--- src/rtl/rtc_pkg.sv ---
// Package rtc_pkg: register addresses and BCD helper functions shared by
// the time-of-day and calendar counters. All values are packed BCD bytes.
package rtc_pkg;

    localparam logic [2:0] ADDR_SEC   = 3'd0;
    localparam logic [2:0] ADDR_MIN   = 3'd1;
    localparam logic [2:0] ADDR_HOUR  = 3'd2;
    localparam logic [2:0] ADDR_DOW   = 3'd3;
    localparam logic [2:0] ADDR_DATE  = 3'd4;
    localparam logic [2:0] ADDR_MONTH = 3'd5;
    localparam logic [2:0] ADDR_YEAR  = 3'd6;

    // Next BCD value: wraps from top to bottom, otherwise adds one decimally.
    function automatic logic [7:0] bcd_next(input logic [7:0] v,
                                            input logic [7:0] top,
                                            input logic [7:0] bottom);
        if (v == top)
            return bottom;
        else if (v[3:0] >= 4'h9)
            return {v[7:4] + 4'h1, 4'h0};
        else
            return v + 8'h01;
    endfunction

    // Leap test on a two-digit BCD year: divisible by four.
    function automatic logic bcd_leap(input logic [7:0] yr);
        if (yr[4] == 1'b0)
            return (yr[3:0] == 4'h0) || (yr[3:0] == 4'h4) || (yr[3:0] == 4'h8);
        else
            return (yr[3:0] == 4'h2) || (yr[3:0] == 4'h6);
    endfunction

    // Last date of a BCD month, taking the year into account for February.
    function automatic logic [7:0] month_last(input logic [7:0] mon,
                                              input logic [7:0] yr);
        case (mon)
            8'h02:                      return bcd_leap(yr) ? 8'h29 : 8'h28;
            8'h04, 8'h06, 8'h09, 8'h11: return 8'h30;
            default:                    return 8'h31;
        endcase
    endfunction

endpackage

--- src/rtl/rtc_divider.sv ---
// Module rtc_divider: counts oscillator strobes and emits a one-cycle tick
// on the strobe that completes DIV_COUNT of them (the falling edge of the
// 1 Hz square wave, whose high half is the upper half of the count).
// Assumes DIV_COUNT >= 2. A clear input restarts the phase at zero and
// suppresses the tick in that cycle; halt freezes the count.
module rtc_divider #(
    parameter int DIV_COUNT = 32768
) (
    input  logic clk,
    input  logic rst_n,
    input  logic osc_en,
    input  logic halt,
    input  logic clr,
    output logic tick
);
    localparam int CW = (DIV_COUNT > 2) ? $clog2(DIV_COUNT) : 1;
    localparam logic [CW-1:0] LAST = CW'(DIV_COUNT - 1);

    logic [CW-1:0] cnt;

    // Tick on the strobe that closes the second, unless cleared or halted.
    assign tick = osc_en && !halt && !clr && (cnt == LAST);

    // Sub-second phase counter.
    always_ff @(posedge clk) begin
        if (!rst_n)
            cnt <= '0;
        else if (clr)
            cnt <= '0;
        else if (osc_en && !halt)
            cnt <= (cnt == LAST) ? '0 : cnt + 1'b1;
    end

    // a seconds write leaves the phase at zero.
    a_r9_clear_phase: assert property (@(posedge clk) disable iff (!rst_n)
        clr |=> (cnt == '0));

    // while halted and not cleared, the phase does not move.
    a_r7_phase_frozen: assert property (@(posedge clk) disable iff (!rst_n)
        (halt && !clr) |=> $stable(cnt));

endmodule

--- src/rtl/rtc_time_cnt.sv ---
// Module rtc_time_cnt: seconds (with halt flag), minutes and hours in BCD.
// Hours count in whichever format bit 6 holds (1 = 12-hour with PM in bit 5).
// Emits day_carry in the cycle the hours wrap into a new day. A register
// write takes precedence over the increment of that register.
module rtc_time_cnt
    import rtc_pkg::*;
(
    input  logic       clk,
    input  logic       rst_n,
    input  logic       tick,
    input  logic       wr_en,
    input  logic [2:0] addr,
    input  logic [7:0] wr_data,
    output logic [7:0] sec_q,
    output logic [7:0] min_q,
    output logic [7:0] hour_q,
    output logic       halt,
    output logic       day_carry
);
    logic wr_sec, wr_min, wr_hour;
    logic inc_min, inc_hour, hour_last;
    logic [7:0] sec_n, min_n, hour_n, h12_step, h24_step;
    logic mode12, pm;

    assign wr_sec  = wr_en && (addr == ADDR_SEC);
    assign wr_min  = wr_en && (addr == ADDR_MIN);
    assign wr_hour = wr_en && (addr == ADDR_HOUR);
    assign halt    = sec_q[7];
    assign mode12  = hour_q[6];
    assign pm      = hour_q[5];

    // Carry chain and next values for the three time fields.
    always_comb begin
        sec_n     = {1'b0, 7'(bcd_next({1'b0, sec_q[6:0]}, 8'h59, 8'h00))};
        min_n     = bcd_next(min_q, 8'h59, 8'h00);
        inc_min   = tick && (sec_q[6:0] == 7'h59);
        inc_hour  = inc_min && (min_q == 8'h59);
        h12_step  = bcd_next({3'b000, hour_q[4:0]}, 8'hFF, 8'h00);
        h24_step  = bcd_next({2'b00, hour_q[5:0]}, 8'h23, 8'h00);
        if (mode12) begin
            hour_last = (hour_q[4:0] == 5'h11) && pm;
            if (hour_q[4:0] == 5'h12)
                hour_n = {2'b01, pm, 5'h01};
            else if (hour_q[4:0] == 5'h11)
                hour_n = {2'b01, !pm, 5'h12};
            else
                hour_n = {2'b01, pm, h12_step[4:0]};
        end else begin
            hour_last = (hour_q[5:0] == 6'h23);
            hour_n    = {2'b00, h24_step[5:0]};
        end
        day_carry = inc_hour && hour_last;
    end

    // Seconds register with halt flag; reset halted at 00.
    always_ff @(posedge clk) begin
        if (!rst_n)
            sec_q <= 8'h80;
        else if (wr_sec)
            sec_q <= wr_data;
        else if (tick)
            sec_q <= {sec_q[7], sec_n[6:0]};
    end

    // Minutes register.
    always_ff @(posedge clk) begin
        if (!rst_n)
            min_q <= 8'h00;
        else if (wr_min)
            min_q <= {1'b0, wr_data[6:0]};
        else if (inc_min)
            min_q <= min_n;
    end

    // Hours register in either format.
    always_ff @(posedge clk) begin
        if (!rst_n)
            hour_q <= 8'h00;
        else if (wr_hour)
            hour_q <= {1'b0, wr_data[6:0]};
        else if (inc_hour)
            hour_q <= hour_n;
    end

    // seconds at 59 return to 00 on a tick.
    a_r1_sec_wrap: assert property (@(posedge clk) disable iff (!rst_n)
        (tick && !wr_sec && sec_q[6:0] == 7'h59) |=> (sec_q[6:0] == 7'h00));

    // while halted, the time fields hold unless written.
    a_r7_halt_hold: assert property (@(posedge clk) disable iff (!rst_n)
        (halt && !wr_en) |=> ($stable(sec_q) && $stable(min_q) && $stable(hour_q)));

    // the step from 11 to 12 in 12-hour format inverts PM.
    a_r3_pm_flip: assert property (@(posedge clk) disable iff (!rst_n)
        (inc_hour && !wr_hour && mode12 && hour_q[4:0] == 5'h11)
        |=> (hour_q[5] != $past(hour_q[5])));

    // 24-hour format at 23 wraps to 00.
    a_r2_hour_wrap: assert property (@(posedge clk) disable iff (!rst_n)
        (inc_hour && !wr_hour && !mode12 && hour_q[5:0] == 6'h23)
        |=> (hour_q == 8'h00));

endmodule

--- src/rtl/rtc_date_cnt.sv ---
// Module rtc_date_cnt: day of week, date, month and year in BCD. Advances on
// day_carry from the time counter; month length follows rtc_pkg::month_last.
// A register write takes precedence over the increment of that register.
module rtc_date_cnt
    import rtc_pkg::*;
(
    input  logic       clk,
    input  logic       rst_n,
    input  logic       day_carry,
    input  logic       wr_en,
    input  logic [2:0] addr,
    input  logic [7:0] wr_data,
    output logic [7:0] dow_q,
    output logic [7:0] date_q,
    output logic [7:0] month_q,
    output logic [7:0] year_q
);
    logic wr_dow, wr_date, wr_month, wr_year;
    logic [7:0] last_day;
    logic inc_month, inc_year;

    assign wr_dow   = wr_en && (addr == ADDR_DOW);
    assign wr_date  = wr_en && (addr == ADDR_DATE);
    assign wr_month = wr_en && (addr == ADDR_MONTH);
    assign wr_year  = wr_en && (addr == ADDR_YEAR);

    // Month-end detection and calendar carries.
    always_comb begin
        last_day  = month_last(month_q, year_q);
        inc_month = day_carry && (date_q == last_day);
        inc_year  = inc_month && (month_q == 8'h12);
    end

    // Day of week, 1 to 7.
    always_ff @(posedge clk) begin
        if (!rst_n)
            dow_q <= 8'h01;
        else if (wr_dow)
            dow_q <= {5'b0, wr_data[2:0]};
        else if (day_carry)
            dow_q <= bcd_next(dow_q, 8'h07, 8'h01);
    end

    // Date of the month.
    always_ff @(posedge clk) begin
        if (!rst_n)
            date_q <= 8'h01;
        else if (wr_date)
            date_q <= {2'b0, wr_data[5:0]};
        else if (day_carry)
            date_q <= bcd_next(date_q, last_day, 8'h01);
    end

    // Month.
    always_ff @(posedge clk) begin
        if (!rst_n)
            month_q <= 8'h01;
        else if (wr_month)
            month_q <= {3'b0, wr_data[4:0]};
        else if (inc_month)
            month_q <= bcd_next(month_q, 8'h12, 8'h01);
    end

    // Two-digit year.
    always_ff @(posedge clk) begin
        if (!rst_n)
            year_q <= 8'h00;
        else if (wr_year)
            year_q <= wr_data;
        else if (inc_year)
            year_q <= bcd_next(year_q, 8'h99, 8'h00);
    end

    // a carry on the last day returns the date to 01.
    a_r4_date_wrap: assert property (@(posedge clk) disable iff (!rst_n)
        (inc_month && !wr_date) |=> (date_q == 8'h01));

    // day of week wraps from 7 to 1 at midnight.
    a_r6_dow_wrap: assert property (@(posedge clk) disable iff (!rst_n)
        (day_carry && !wr_dow && dow_q == 8'h07) |=> (dow_q == 8'h01));

    // without a day carry or write, the calendar holds.
    a_r6_cal_hold: assert property (@(posedge clk) disable iff (!rst_n)
        (!day_carry && !wr_en) |=> ($stable(date_q) && $stable(month_q) && $stable(year_q)));

endmodule

--- src/rtl/bcd_rtc_core.sv ---
// Module bcd_rtc_core: top of the BCD clock/calendar. Ties the sub-second
// divider to the time and date counters and decodes the register port.
// Assumes osc_en is a one-cycle strobe per reference period, synchronous to clk.
module bcd_rtc_core
    import rtc_pkg::*;
#(
    parameter int DIV_COUNT = 32768
) (
    input  logic       clk,
    input  logic       rst_n,
    input  logic       osc_en,
    input  logic       wr_en,
    input  logic [2:0] addr,
    input  logic [7:0] wr_data,
    output logic [7:0] rd_data
);
    logic tick, halt, day_carry, clr_phase;
    logic [7:0] sec_q, min_q, hour_q, dow_q, date_q, month_q, year_q;

    assign clr_phase = wr_en && (addr == ADDR_SEC);

    rtc_divider #(.DIV_COUNT(DIV_COUNT)) div_i (
        .clk(clk), .rst_n(rst_n), .osc_en(osc_en), .halt(halt),
        .clr(clr_phase), .tick(tick)
    );

    rtc_time_cnt time_i (
        .clk(clk), .rst_n(rst_n), .tick(tick), .wr_en(wr_en), .addr(addr),
        .wr_data(wr_data), .sec_q(sec_q), .min_q(min_q), .hour_q(hour_q),
        .halt(halt), .day_carry(day_carry)
    );

    rtc_date_cnt date_i (
        .clk(clk), .rst_n(rst_n), .day_carry(day_carry), .wr_en(wr_en),
        .addr(addr), .wr_data(wr_data), .dow_q(dow_q), .date_q(date_q),
        .month_q(month_q), .year_q(year_q)
    );

    // Register read multiplexer; address 7 reads zero.
    always_comb begin
        case (addr)
            ADDR_SEC:   rd_data = sec_q;
            ADDR_MIN:   rd_data = min_q;
            ADDR_HOUR:  rd_data = hour_q;
            ADDR_DOW:   rd_data = dow_q;
            ADDR_DATE:  rd_data = date_q;
            ADDR_MONTH: rd_data = month_q;
            ADDR_YEAR:  rd_data = year_q;
            default:    rd_data = 8'h00;
        endcase
    end

    // address 7 always reads zero.
    a_r11_spare_zero: assert property (@(posedge clk) disable iff (!rst_n)
        (addr == 3'd7) |-> (rd_data == 8'h00));

endmodule

--- config.mk ---
export PLATFORM = sky130hd
export DESIGN_NAME = bcd_rtc_core
export DESIGN_NICKNAME = d
export VERILOG_FILES = /design/src/rtl/rtc_pkg.sv /design/src/rtl/rtc_divider.sv /design/src/rtl/rtc_time_cnt.sv /design/src/rtl/rtc_date_cnt.sv /design/src/rtl/bcd_rtc_core.sv
export SDC_FILE = /design/constraint.sdc
export NUM_CORES = 1
export LEC_CHECK = 0
export CORE_ASPECT_RATIO = 0.7
export CORE_MARGIN = 2
export CORE_UTILIZATION = 56
export CTS_BUF_LIST = sky130_fd_sc_hd__clkbuf_4
export DETAILED_ROUTE_END_ITERATION = 8
export PLACE_DENSITY_LB_ADDON = 0.05
export SETUP_SLACK_MARGIN = 0.02
export SYNTH_ARGS = -nofsm -noshare
export SYNTH_HDL_FRONTEND = slang
export SYNTH_SLANG_ARGS = --single-unit
export TNS_END_PERCENT = 1
--- constraint.sdc ---
create_clock -name clk -period 3 [get_ports clk]
set_clock_uncertainty 0.15 [all_clocks]
set_input_delay 0.3 -clock clk [delete_from_list [all_inputs] [get_ports clk]]
set_output_delay 0.3 -clock clk [all_outputs]
set_load 0.01 [all_outputs]
==> key figures, run 1 <==
GRT
  • Pin count of the biggest net entering global routing: 25
  • Gr ovfl total: 0
  • Initial antenna violation count: 0
  • First-pass GRT wire length: 26.17 mm
  • Gr usage total: 0.3400
  • Vias in the first global route: 4768

Route
  • Total iterations of the first detailed-routing run: 5
  • Remaining antenna violation count: 0
  • Via/cell ratio: 6.345
  • Via total after detailed routing: 5247
  • First DRT Iteration DRCs: 552
  • Wire per inst: 19.87 um
  • Post-Route WL: 16.43 mm
  • DRC: 0

STA
  • Crit share post-route: 0.9501
  • Fin crit period: 2850 ps
  • Setup TNS: 0 ps
  • Slew margin rel.: 0.6040
  • RSZ-0062 raised after global routing: true
  • Worst Max-Slew Pin Slew: 592.3 ps
  • Fin worst setup slack: 149.6 ps
  • Setup violators final: 0
  • Max-slew violation count: 0
  • Final Hold Fails: 0
  • WHS: 304.8 ps
  • Fmax: 0.3508 GHz

Setup path
  • CP top delay family: simple AND/OR/NAND/NOR gates
  • Crit. End Element: flip-flop
  • Critical path startpoint category: flip-flop
  • Worst path max stage delay: 470 ps
  • Required time worst endpoint: 3230 ps
  • Worst Path Max Fanout: 12
  • CP Class: reg -> reg
  • FF-to-FF Start: date_i.month_q[2]
  • Max stage delay cell, worst path: or4_1
  • Worst path cell trace: nor3_2 > and2_1 > mux2_2 > nor3b_1 > o31a_1 > buf_4 > or4_1 > a21oi_1
  • Crit path buf inv count: 1
  • Critical Path Start: date_i.month_q[2]
  • Worst Path Arrival: 3080 ps

Clock network
  • Clock Root Buffer: clkbuf_4
  • H-tree depth: 3
  • Hold_buf cts: 0
  • Total CTS buffers: 9
  • Clock Latency Late Sink: 450 ps
  • CTS max path bufs: 2
  • Post-CTS setup buffer count: 0
  • Clk slew on worst S/H paths: 130 ps
  • Clock tree sinks: 70
  • CTS tree: done

Die
  • Area of the core: 8999 um2
  • Initial Utilization: 0.5704
  • Die area: 9959 um2
  • Die Ht: 84.10 um
  • Die width: 118.4 um
  • Cell Rows: 29
  • Num ports: 23

Layout
  • # fillers: 824
  • Area growth syn-to-layout: 14.31%
  • Final #Nets: 752
  • ANT cells: 0
  • Final non-filler cell total: 827
  • Layout cells sized above 1: 0.1238

Power and ir drop
  • Power per Cell Area: 322.6 nW/um2
  • Combinational share of power: 0.139
  • Clock group share of total power: 0.342
  • Internal power: 0.001313 W
  • P_sw: 0.0005799 W
  • Reg power frac: 0.518
  • Pwr Total: 0.001893 W
  • Sw frac: 0.3064
  • Leak: 2.174 nW
  • Max VDD drop: 0.0002899 V

Synth
  • Post-synth EDFFs: 0
  • Async S/R FF share, synth: 0
  • FF+latch count, synth: 70
  • Syn nets: 706
  • Sequential element share of the synthesized area: 0.2730
  • Synth Cell Area: 5132 um2
  • Synthesized instance count: 652
  • Primary FF master, synth: dfxtp_1
  • Avg Cell Area, Syn: 7.872 um2
  • Yosys warning total: 0
  • Yosys cell types: 72

Min path
  • Min-delay src: div_i.cnt[14]
  • Hold/Removal Path Class: reg -> reg

Status
  • Outcome: completed

Placed design
  • Placed Cells: 811
  • Pre-CTS setup slack: 56.98 ps
  • Placer Congestion: 0.9313
  • Detailed placement HPWL: 12.14 mm
  • Port bufs: 22

Run
  • Max-cap viol count: 0
[Yosys cell counts (all sizes together), types with 4 or more instances]
cell type	count	area share
nand4b	6	0.010
a41oi	5	0.0085
nand2	53	0.039
inv	30	0.022
nand4	15	0.018
mux4	4	0.018
ha	39	0.095
dfxtp	70	0.27
a211oi	17	0.025
nor3	14	0.017
xnor2	5	0.0085
clkbuf	23	0.017
mux2i	17	0.033
nor2	75	0.055
nor2b	12	0.015
a31oi	10	0.012
o21ai	47	0.047
a21oi	40	0.039
xor2	13	0.022
and2	10	0.012
o211ai	6	0.011
a311oi	5	0.0085
nor3b	7	0.012
buf	9	0.010
mux2	8	0.018
nand3	33	0.032
or4	4	0.0059
and3	10	0.012
[cell families after synthesis]
family	count (synthesis)	synth area share
buf+inv	63	0.04997
xor+xnor	18	0.03072
flops	70	0.2730
compound gates	173	0.2199
simple gates	260	0.2630
fa+ha+maj	39	0.09508
mux	29	0.06826
[cell usage in the layout, fill, tap and decap left out, types with 3 or more instances in the layout]
master            n
a31oi_1          10
a22oi_1           3
nand4_1          15
or4_1             4
nor3_2            3
and2_1           10
and3_1           10
o31a_1            3
ha_1             39
o211ai_1          4
nand2_1          53
a21oi_1          40
nor2_1           75
nand4b_1          6
mux4_2            4
dfxtp_1          68
a211oi_1         17
mux2_2            8
o22ai_1           3
buf_4            44
xor2_1           13
o311ai_0          3
clkdlybuf4s50_1  22
xnor2_1           5
nor2b_1          12
a221oi_1          3
o21ai_0          46
nand3_1          33
a211o_1           3
o31ai_1           3
clkinvlp_4        4
clkbuf_4          9
a41oi_1           5
a311oi_1          5
a21o_1            3
nor3b_1           5
inv_1            29
nor3_1           11
o221ai_1          3
mux2i_1          17
[stage by stage]
| stage | utilization | area, um2 |
|---|---|---|
| 2_1_floorplan | - | 5132 |
| 3_3_place_gp | 0.6354 | 5718 |
| 3_5_place_dp | 0.6354 | 5718 |
| 4_1_cts | 0.6511 | 5859 |
| 5_1_grt | 0.6520 | 5867 |
| 6_report | 0.6520 | 5867 |
[power by group through the flow]
| stage | clock, W | combinational, W | sequential, W |
|---|---|---|---|
| floorplan | 0 | 0.000150 | 0.000990 |
| finish | 0.000648 | 0.000264 | 0.000981 |
| detailed placement | 0 | 0.000257 | 0.00100 |
| global route | 0.000696 | 0.000288 | 0.000984 |
| global placement | 0 | 0.000253 | 0.00100 |
| CTS | 0.000656 | 0.000259 | 0.000980 |
[layer usage]
| metal | GRT usage | vias to the layer above | share of wire |
|---|---|---|---|
| met4 | 0.1115 | 0 | 0.024 |
| met3 | 0.08333 | 38 | 0.091 |
| met2 | 0.4976 | 245 | 0.42 |
| met5 | 0 | - | 0 |
| met1 | 0.4890 | 2476 | 0.46 |
| li1 | - | 2488 | - |
[sequential cells by signal, summed over array words and instances (netlist names)]
register,count
date_i.month_q,8
div_i.cnt,15
date_i.year_q,8
date_i.date_q,8
date_i.dow_q,8
time_i.min_q,8
time_i.sec_q,8
time_i.hour_q,7
[final timing paths]
check / to / slack (ps) / depth (start not counted)
setup / recovery: date_i.date_q[3] / 150 / 8
hold / removal: div_i.cnt[14] / 300 / 2
setup reg to reg: date_i.date_q[3] / 150 / 8
hold reg to reg: div_i.cnt[14] / 300 / 2
[area by class of cell]
type                    count  area (um2)  share of cell area
flip-flops and latches     70        1404              0.2393
clock inverters             7       73.82             0.01258
inverters                  31       116.4             0.01983
multi-input cells         519        3480              0.5931
clock buffers               9       67.56             0.01152
repair buffers             67       570.5             0.09725
well taps                 124       155.1             0.02644
[worst min-delay path: stages (launching register included)]
cell and delay [ps]:
dfxtp_1 330, inv_1 40, a21oi_1 50
[what timing repair did]
| item | CTS | global route |
|---|---|---|
| hold endpoints to repair | 0 | 0 |
| resized for setup | 0 | 3 |
| endpoints found under the setup margin | 0 | 4 |
Note: power is estimated with default switching activity, not from simulation.
==> inputs of run 2 (changes only) <==
Settings changed: REMOVE_ABC_BUFFERS set to 1, SYNTH_HIERARCHICAL set to 1.
==> run 2 against run 1 <==
  * The flow now finishes with violations (negative setup slack)
  * Cell area is 11% higher
  * Via count increased by 7.9%
  * Synthesized cell count grew 4.8%
  * Critical path depth rose by 6
  * Worst setup slack got worse by 360 ps
  * Sequential power about the same
  * Synthesized area is 7.7% higher
  * Largest power group unchanged
  * Routed wire length up 4.3%
  * Register-to-register slack got worse by 360 ps
  * Largest cell class unchanged
  * Sequential share of layout area is 2.4 points lower
  * Critical path type unchanged
  * Utilization is 2.5 points higher
  * Non-clock buffer count is 24 higher
==> key figures, run 2 <==
STA
  • Crit share post-route: 1.072 (+0.1215)
  • Slew margin rel.: 0.5764 (-0.02757)
  • Final Hold Fails: 0 (unchanged)
  • Fin worst setup slack: -214.8 ps (-364.4 ps)
  • Max-slew violation count: 0 (unchanged)
  • RSZ-0062 raised after global routing: true
  • Setup violators final: 16 (+16)
  • Setup TNS: -1505 ps (-1505 ps)
  • Fin crit period: 3215 ps (+364.4 ps)
  • Worst Max-Slew Pin Slew: 628.7 ps (+36.37 ps)
  • Fmax: 0.3111 GHz (-11%)

Route
  • DRC: 0 (unchanged)
  • Remaining antenna violation count: 0 (unchanged)
  • Total iterations of the first detailed-routing run: 7 (+2)
  • Wire length on met2: 7.468 mm (+7.7%)
  • Metal-1 WL: 7.688 mm (+1.1%)
  • Wire per inst: 19.37 um (-2.5%)
  • Met3 wire len: 1.467 mm (-1.7%)
  • Via total after detailed routing: 5664 (+7.9%)
  • Via/cell ratio: 6.400 (+0.87%)
  • First DRT Iteration DRCs: 725 (+31%)
  • Post-Route WL: 17.14 mm (+4.3%)
  • Highest Signal Layer: met4

Synth
  • Yosys cell types: 87 (+21%)
  • Avg Cell Area, Syn: 8.093 um2 (+2.8%)
  • Yosys warning total: 6 (+6)
  • Most area-hungry cell type in the Yosys netlist: dfxtp_1
  • Post-synth EDFFs: 0 (unchanged)
  • Top post-synthesis cells by area: dfxtp_1 (25%), ha_1 (9.1%), o21ai_0 (5.0%), nor2_1 (3.8%), a21oi_1 (3.6%)
  • Top-count cell post-synth: dfxtp_1
  • Synth Cell Area: 5528 um2 (+7.7%)
  • Async S/R FF share, synth: 0 (unchanged)
  • Primary FF master, synth: dfxtp_1
  • Top-area cell type share of the netlist area: 0.2535 (-0.01953)
  • Sequential element share of the synthesized area: 0.2535 (-0.01953)
  • Top cells by count, synth: dfxtp_1 (70), nor2_1 (56), o21ai_0 (55)
  • FF+latch count, synth: 70 (unchanged)
  • Synthesized instance count: 683 (+4.8%)

Power and ir drop
  • Max VDD drop: 0.0002193 V (-24%)
  • Pwr Total: 0.001800 W (-4.9%)
  • Power per Cell Area: 275.6 nW/um2 (-15%)
  • Leak: 2.435 nW (+12%)

Die
  • Area of the core: 9647 um2 (+7.2%)
  • Cell Rows: 30 (+3.4%)
  • Initial Utilization: 0.5730 (+0.002666)
  • Die area: 10690 um2 (+7.4%)
  • Die Ht: 87.13 um (+3.6%)
  • Num ports: 23 (unchanged)
  • Die width: 122.8 um (+3.7%)

Setup path
  • Reg-to-reg slack, setup: -210 ps (-360 ps)
  • Worst Path Max Fanout: 4 (-8)
  • Critical path startpoint category: flip-flop
  • CP Class: reg -> reg
  • Required time worst endpoint: 3190 ps (-40 ps)
  • Worst Path Arrival: 3410 ps (+330 ps)
  • Crit. End Element: flip-flop

Layout
  • Most frequent cells in the layout: dfxtp_1 (68), buf_4 (65), o21ai_0 (54), nor2_1 (54), nand2_1 (48)
  • Layout cells sized above 1: 0.1876 (+0.06383)
  • Final #Nets: 808 (+7.4%)
  • Area growth syn-to-layout: 18.13%
  • Most common cell after layout, fill and taps aside: dfxtp_1
  • Reg with most FFs: div_i/cnt
  • Final non-filler cell total: 885 (+7.0%)
  • Number of flip-flops in the largest register: 15 (unchanged)
  • ANT cells: 0 (unchanged)

Placed design
  • Placer Congestion: 0.9445 (+1.4%)
  • Detailed placement HPWL: 12.27 mm (+1.0%)
  • Port bufs: 22 (unchanged)
  • Placed Cells: 862 (+6.3%)
  • Pre-CTS setup slack: -669.9 ps (-726.9 ps)

Clock network
  • Clock Latency Late Sink: 440 ps (about the same)
  • Hold_buf cts: 0 (unchanged)
  • CTS tree: done
  • Total CTS buffers: 9 (unchanged)
  • Clk slew on worst S/H paths: 120 ps (about the same)
  • Clock tree sinks: 70 (unchanged)
  • CTS max path bufs: 2 (unchanged)
  • H-tree depth: 3 (unchanged)
  • Clock Root Buffer: clkbuf_4

GRT
  • Initial antenna violation count: 0 (unchanged)
  • Pin count of the biggest net entering global routing: 37 (+48%)
  • Gr usage total: 0.3278 (-0.01225)
  • First-pass GRT wire length: 26.89 mm (+2.7%)
  • Gr ovfl total: 0 (unchanged)
  • Vias in the first global route: 5141 (+7.8%)

Status
  • Outcome: finished, violations left
  • Failing checks: negative setup slack

Min path
  • Hold/Removal Path Class: reg -> reg

Run
  • Max-cap viol count: 0 (unchanged)
==> run 2: cell count changes in the layout (fill, tap and decap cells not counted), sizes merged, moves of 5 or more <==
cell,previous run,this run
nor4,1,8
xnor2,5,12
nor2b,12,7
buf,45,69
and2,10,4
nor2,75,57
a211oi,17,10
o21ai,47,61
nand2b,2,9
mux2,8,16
==> run 2: stage by stage <==
step,area [um2],hold slack (ps),util
6_report,6530,370.9,0.6769
5_1_grt,6530,404.3,0.6769
2_1_floorplan,5361,211.9,-
4_1_cts,6454,368.5,0.6690
3_5_place_dp,6205,351.1,0.6432
3_3_place_gp,6205,323.7,0.6432
==> run 2: kinds of logic after synthesis <==
logic type                 after synthesis  share of synthesized area
adders and majority gates               40                    0.09054
AOI/OAI and AO/OA                      188                     0.2241
xor gates and xnor gates                21                    0.03327
buffers and inverters                   66                    0.05319
muxes                                   37                    0.08239
other                                    1                  0.0006784
DFF                                     70                     0.2535
and+or+nand+nor                        260                     0.2623
==> run 2: worst paths after layout <==
path / endpoint / from / depth (start not counted)
worst max-delay path: date_i/month_q[0] / div_i/cnt[0] / 14
worst min-delay path: div_i/cnt[14] / div_i/cnt[14] / 2
worst max register to register: date_i/month_q[0] / div_i/cnt[0] / 14
worst min register to register: div_i/cnt[14] / div_i/cnt[14] / 2
==> run 2: report_power, final <==
group	switching, W	internal, W	total (W)
Sequential	0.0000328	0.000948	0.000981
Clock	0.000357	0.000156	0.000513
Combinational	0.000176	0.000130	0.000306
Total	0.000566	0.00123	0.00180
==> run 2: cell type report <==
type | count | area, um2
multi-input combinational | 547 | 3976
timing repair buffer | 91 | 764.5
tap | 128 | 160.2
sequential | 70 | 1404
clock inverter | 6 | 30.03
clock buffer | 9 | 67.56
inverter | 34 | 127.6
fill | 807 | 3117
==> run 2: timing repair <==
action	4_1_cts	5_1_grt
endpoints found under the setup margin	22	39
gates resized for setup	20	19
buffers inserted	9	0
gates cloned	0	0
hold endpoints to repair	0	0
pin swaps	15	13
==> run 2: critical path, stage by stage (launching register included) <==
cell and delay (ps):
dfxtp_2 370, ha_4 140, nand3b_1 100, or3_4 360, nor3_4 230, nand2_2 120
nor2_4 160, nand2_2 100, a211oi_4 190, and3_4 250, and3_4 170, and4_1 190
nor2_1 50, or4_1 390, o311a_1 130
==> run 2: layer usage <==
layer,vias up,track usage
li1,2686,-
met1,2651,0.4570
met2,276,0.4932
met3,51,0.07461
met4,0,0.1233
met5,-,0
